## config.mk

```make
export PLATFORM = sky130hd
export DESIGN_NAME = dma_desc_cache
export DESIGN_NICKNAME = d
export VERILOG_FILES = /design/src/rtl/dma_desc_cache.sv
export SDC_FILE = /design/constraint.sdc
export NUM_CORES = 1
export LEC_CHECK = 0
export CAP_MARGIN = 20
export CORE_MARGIN = 2
export CORE_UTILIZATION = 50
export CTS_CLUSTER_DIAMETER = 100
export DETAILED_ROUTE_END_ITERATION = 16
export DONT_BUFFER_PORTS = 1
export PLACE_DENSITY = 0.61
export SLEW_MARGIN = 20
export SYNTH_ARGS = -nofsm -noshare
export SYNTH_HDL_FRONTEND = slang
export SYNTH_SLANG_ARGS = --single-unit
export TNS_END_PERCENT = 1
```

## constraint.sdc

```tcl
create_clock -name clk -period 11.79 [get_ports clk]
set_input_delay 0 -clock clk [delete_from_list [all_inputs] [get_ports clk]]
set_output_delay 0 -clock clk [all_outputs]
set_load 0.005 [all_outputs]
```

## src/rtl/dma_desc_cache.sv

```systemverilog
module dma_desc_cache #(
  parameter int NCH   = 2,
  parameter int DEPTH = 2,
  parameter int AW    = 64,
  parameter int DW    = 128,
  localparam int PW   = $clog2(DEPTH) + 1,
  localparam int IW   = (DEPTH > 1) ? $clog2(DEPTH) : 1,
  localparam int CW   = (NCH > 1) ? $clog2(NCH) : 1
) (
  input  logic              clk,
  input  logic              rst_n,
  input  logic [NCH-1:0]    chan_en,
  input  logic [NCH*AW-1:0] start_addr,
  input  logic [PW-1:0]     refill_lvl,
  input  logic [NCH-1:0]    resume,
  output logic              fetch_valid,
  input  logic              fetch_ready,
  output logic [CW-1:0]     fetch_chan,
  output logic [AW-1:0]     fetch_addr,
  input  logic              cpl_valid,
  input  logic [CW-1:0]     cpl_chan,
  input  logic [DW-1:0]     cpl_desc,
  output logic [NCH-1:0]    head_valid,
  output logic [NCH*DW-1:0] head_desc,
  input  logic [NCH-1:0]    head_take
);
  typedef enum logic [1:0] {S_IDLE, S_RUN, S_JUMP, S_HOLD} st_t;

  st_t            st   [NCH];
  logic [PW-1:0]  wp   [NCH];
  logic [PW-1:0]  rp   [NCH];
  logic [AW-1:0]  nxt  [NCH];
  logic [AW-1:0]  jad  [NCH];
  logic [DW-1:0]  mem  [NCH][DEPTH];
  logic [NCH-1:0] busy, beat, rflag, want, snap, pend, gnt;
  logic [NCH*PW-1:0] occ;
  logic [CW-1:0]  sel;
  logic           fire;

  wire [1:0] ty   = cpl_desc[1:0];
  wire       good = (ty == 2'b01) || (ty == 2'b10);

  assign pend        = snap & want;
  assign fetch_valid = |pend;
  assign fire        = fetch_valid && fetch_ready;

  always_comb begin
    sel = '0;
    for (int i = NCH - 1; i >= 0; i--)
      if (pend[i]) sel = CW'(i);
  end

  assign gnt        = fire ? (NCH'(1) << sel) : '0;
  assign fetch_chan = sel;
  assign fetch_addr = (st[sel] == S_JUMP) ? jad[sel] : nxt[sel];

  always_ff @(posedge clk) begin
    if (!rst_n)                snap <= '0;
    else if (fire)             snap <= pend & ~gnt;
    else if (pend == '0)       snap <= want;
  end

  for (genvar c = 0; c < NCH; c++) begin : g_ch
    wire [PW-1:0] cnt   = wp[c] - rp[c];
    wire          hit   = cpl_valid && (cpl_chan == CW'(c));
    wire          full  = (cnt == PW'(DEPTH));
    wire          store = hit && (st[c] == S_RUN) && good && !full;
    wire          take  = head_valid[c] && head_take[c];

    assign occ[c*PW +: PW]       = cnt;
    assign head_valid[c]         = (cnt != '0);
    assign head_desc[c*DW +: DW] = mem[c][rp[c][IW-1:0]];

    always_comb begin
      case (st[c])
        S_RUN:   want[c] = !busy[c] && (cnt <= refill_lvl);
        S_JUMP:  want[c] = !busy[c] && (cnt == '0);
        S_HOLD:  want[c] = !busy[c] && (cnt == '0) && rflag[c];
        default: want[c] = 1'b0;
      endcase
    end

    always_ff @(posedge clk)
      if (store) mem[c][wp[c][IW-1:0]] <= cpl_desc;

    always_ff @(posedge clk) begin
      if (!rst_n) begin
        st[c]    <= S_IDLE;
        wp[c]    <= '0;
        rp[c]    <= '0;
        nxt[c]   <= '0;
        jad[c]   <= '0;
        busy[c]  <= 1'b0;
        beat[c]  <= 1'b0;
        rflag[c] <= 1'b0;
      end else begin
        if (take)  rp[c] <= rp[c] + 1'b1;
        if (store) wp[c] <= wp[c] + 1'b1;
        case (st[c])
          S_IDLE: if (chan_en[c]) begin
            st[c]  <= S_RUN;
            nxt[c] <= start_addr[c*AW +: AW];
          end
          S_RUN: if (hit) begin
            if (ty == 2'b10) begin
              st[c]  <= S_JUMP;
              jad[c] <= cpl_desc[DW-1 -: AW];
            end else if (!good) begin
              st[c] <= S_HOLD;
            end
          end
          S_JUMP: if (gnt[c]) begin
            st[c]  <= S_RUN;
            nxt[c] <= jad[c];
          end
          default: begin
            if (resume[c]) rflag[c] <= 1'b1;
            if (gnt[c]) begin
              st[c]    <= S_RUN;
              rflag[c] <= 1'b0;
            end
          end
        endcase
        if (gnt[c]) begin
          busy[c] <= 1'b1;
          beat[c] <= 1'b0;
        end else if (hit) begin
          beat[c] <= ~beat[c];
          if (beat[c]) begin
            busy[c] <= 1'b0;
            if (st[c] == S_RUN && ty == 2'b01) nxt[c] <= nxt[c] + AW'(32);
          end
        end
      end
    end
  end
endmodule


```

==> flow_summary.toml <==
[timing]
fmax_mhz = 205
setup_viol = 0
fin_crit_ns = 4.88
rsz0062_at_grt = "false"
holdWs_ns = 0.0446
hold_viol = 0
relSlewSlack = 0.286
fin_skew_ns = 0.0215
drv_slew = 0
tightest_slew_ns = 1.07
final.setup.tns_ns = 0
post-route-period-util = 0.414
fin_ws_ns = 6.91

[setup_path]
rr_startpoint = "wp[0][0]"
cp.depth = 12
worstPathArrival_ns = 4.88
critPathKind = "flip-flop to output port"
rr_endpoint = "nxt[1][36]"
path_cells = "inv_1 > ha_1 > xor3_1 > ha_1 > nor2b_1 > a2bb2oi_1 > o32ai_4 > nor2_4 > buf_4 > buf_4 > a211oi_1 > a31oi_1"
ff2ff_path_depth = 12
endpoint = "fetch_addr[55]"
rrSetupSlack_ns = 7.38
cp_top_family = "buffers and inverters"
path_max_fanout = 82
slowest_delay_ns = 0.83
crit_path_start = "wp[0][0]"
slowest_stage = "buf_4"
worst_setup_path_end_kind = "output port"
start_kind = "flip-flop"
crit_buf_inv = 3
required_ns = 11.79

[synth]
ys_ff_latch = 788
async_flop_share = 0
postSynthAreaPerCell_um2 = 14.4
syn_inst = 2391
synth_top_area_cell = "edfxtp_1"
synth_edf_count = 780
syn_area_um2 = 34400
ys_seq_area_frac = 0.686
synth_cell_type_count = 56
synthTopCellsByArea = "edfxtp_1 (68%), mux2_2 (8.4%), and2_1 (3.5%), nand2_1 (2.2%), a22oi_1 (2.2%)"
synth_top_area_share = 0.681
synthFlopType = "edfxtp_1"
yosysWarnings = 0
synth.net_count = 2670

[routing]
num_vias = 21400
drc = 0
first_pass_iters = 8
post_drt_via_cell_ratio = 5.96
wl_um = 96300
wl_per_cell_um = 26.8
drtIter0Drc = 1875
final_antenna_net_count = 0

[grt]
antenna_found_initial = 20
grt_pass1_wl_um = 140000
grt_util_all_layers = 0.265
first_global_vias = 21500
grt_max_degree = 131
grt_overflow_total = 0

[floorplan]
die_x_um = 266
rows = 96
start_util = 0.503
fp.dieH_um = 266
die_area_um2 = 70900
ios = 593
core_area_um2 = 68300

[pwr]
clock_power_share = 0.384
p_int_w = 0.00476
power_density_nw_per_um2 = 155
power.switching_w = 0.00152
seqPwrFrac = 0.516
ir_drop_mv = 0.149
switching_share = 0.243
combPwrFrac = 0.101
p_leak_nw = 13.1

[clock_tree]
numCtsBuffers = 81
clkTransAtPathRegs_ns = 0.06
cts_tree = "done"
cts_root_buf = "clkbuf_16"
worst_skew_pair.late_latency_ns = 0.64
cts_setup_buffers = 0
cts-resized-gates = 0
clk_path_buf_depth = 3
cts_max_level = 3
cts_sinks = 788

[final_layout]
nNetsFinal = 2917
drive_gt1_frac = 0.158
syn_to_final_growth_pct = 17.8

[place]
hpwl_um = 63500
place.gp.congestion = 0.866
pre_cts_ws_ns = 7.51
portBuffers = 0

[job]
maxCapViolCount = 0

[run_status]
status = "finished clean"

[hold_path]
hold_path_class = "primary input to flip-flop"
==> final cells by class <==
| type | instances | area, um^2 |
|---|---|---|
| Antenna cell | 12 | 30.0 |
| Clock buffer | 104 | 2110 |
| Clock inverter | 41 | 348 |
| Fill cell | 5349 | 27800 |
| Inverter | 21 | 78.8 |
| Multi-Input combinational cell | 1446 | 10300 |
| Sequential cell | 788 | 23600 |
| Tap cell | 882 | 1100 |
| Timing Repair Buffer | 300 | 2990 |
==> layout by cell type (no fill, tap or decap), drive strengths merged, types with 49 or more instances in the layout <==
| cell type | count |
|---|---|
| edfxtp | 780 |
| dlygate4sd3 | 270 |
| mux2 | 256 |
| nand2 | 205 |
| and2 | 192 |
| o21ai | 109 |
| clkbuf | 104 |
| a22oi | 102 |
| nor2 | 73 |
| xnor2 | 70 |
| a31oi | 67 |
| a211oi | 66 |
| nand3 | 52 |
| xor2 | 49 |
==> synthesized netlist by cell type (11+ instances only) <==
library cell  number
edfxtp_1         780
mux2_2           256
nand2_1          205
and2_1           192
a22oi_1          102
clkbuf_1          95
nor2_1            72
o21ai_0           71
xnor2_1           70
a31oi_1           67
a211oi_1          66
nand3_1           52
xor2_1            49
o21ai_1           38
nand4_1           35
nor3_1            30
buf_2             21
inv_1             21
and3_1            18
buf_1             16
a21oi_1           13
a22o_1            13
nand2b_1          13
a221oi_1          11
==> cell families after synthesis <==
kind of cell / after synthesis / synth area share
xor+xnor: 121 / 0.0317
flops: 788 / 0.686
compound gates: 402 / 0.0785
fa+ha+maj: 10 / 0.00364
buf+inv: 157 / 0.0186
mux: 257 / 0.0841
simple gates: 656 / 0.0980
==> tightest hold or removal path: stages <==
cell     delay, ns
nand2_1       0.17
nor2_4        0.15
and2_1        0.19
==> metrics by stage <==
stage,utilization,total power (W),cells,instance area [um^2]
final,0.593,0.00628,3594,40500
after global routing,0.593,0.00648,3592,40500
after CTS,0.592,0.00632,3580,40400
after detailed placement,0.516,0.00382,3166,35300
after global placement,0.516,0.00381,3166,35300
after floorplan,-,0.00366,2391,34400
==> what timing repair did <==
item                                    CTS  global route
hold endpoints to repair                833            26
endpoints found under the setup margin    0             0
hold buffers                            269             1
==> how the worst min path moves through the flow <==
stage                      start           to  slack [ns]  cells past startpoint
floorplan            cpl_desc[0]    mem[0][0]         0.1                      0
global placement     fetch_ready      snap[1]         0.1                      1
detailed placement  cpl_desc[43]   mem[0][43]         0.1                      0
CTS                        rst_n    jad[0][2]       0.004                      3
global route        cpl_desc[11]  mem[0][395]        0.06                      1
finish                     rst_n    jad[0][1]        0.04                      3
==> power by group through the flow <==
stage / clock network (W) / logic (W) / registers [W]
2_1_floorplan: 0 / 0.000378 / 0.00328
3_3_place_gp: 0 / 0.000516 / 0.00329
3_5_place_dp: 0 / 0.000522 / 0.00330
4_1_cts: 0.00245 / 0.000635 / 0.00324
5_1_grt: 0.00255 / 0.000676 / 0.00325
6_report: 0.00241 / 0.000633 / 0.00324
==> registers in the layout (all words and copies together), names as in the netlist <==
signal and count:
snap 2, mem 512, nxt 128, rflag 2, busy 2, wp 4
st 4, rp 4, jad 128, beat 2
==> metal layers <==
layer	vias to the layer above	global-route usage	wire (um)
li1	9633	-	-
met1	10700	0.332	37800
met2	927	0.440	47100
met3	177	0.0750	8250
met4	14	0.0966	3060
met5	-	0	90
Note: power is estimated with default switching activity, not from simulation.
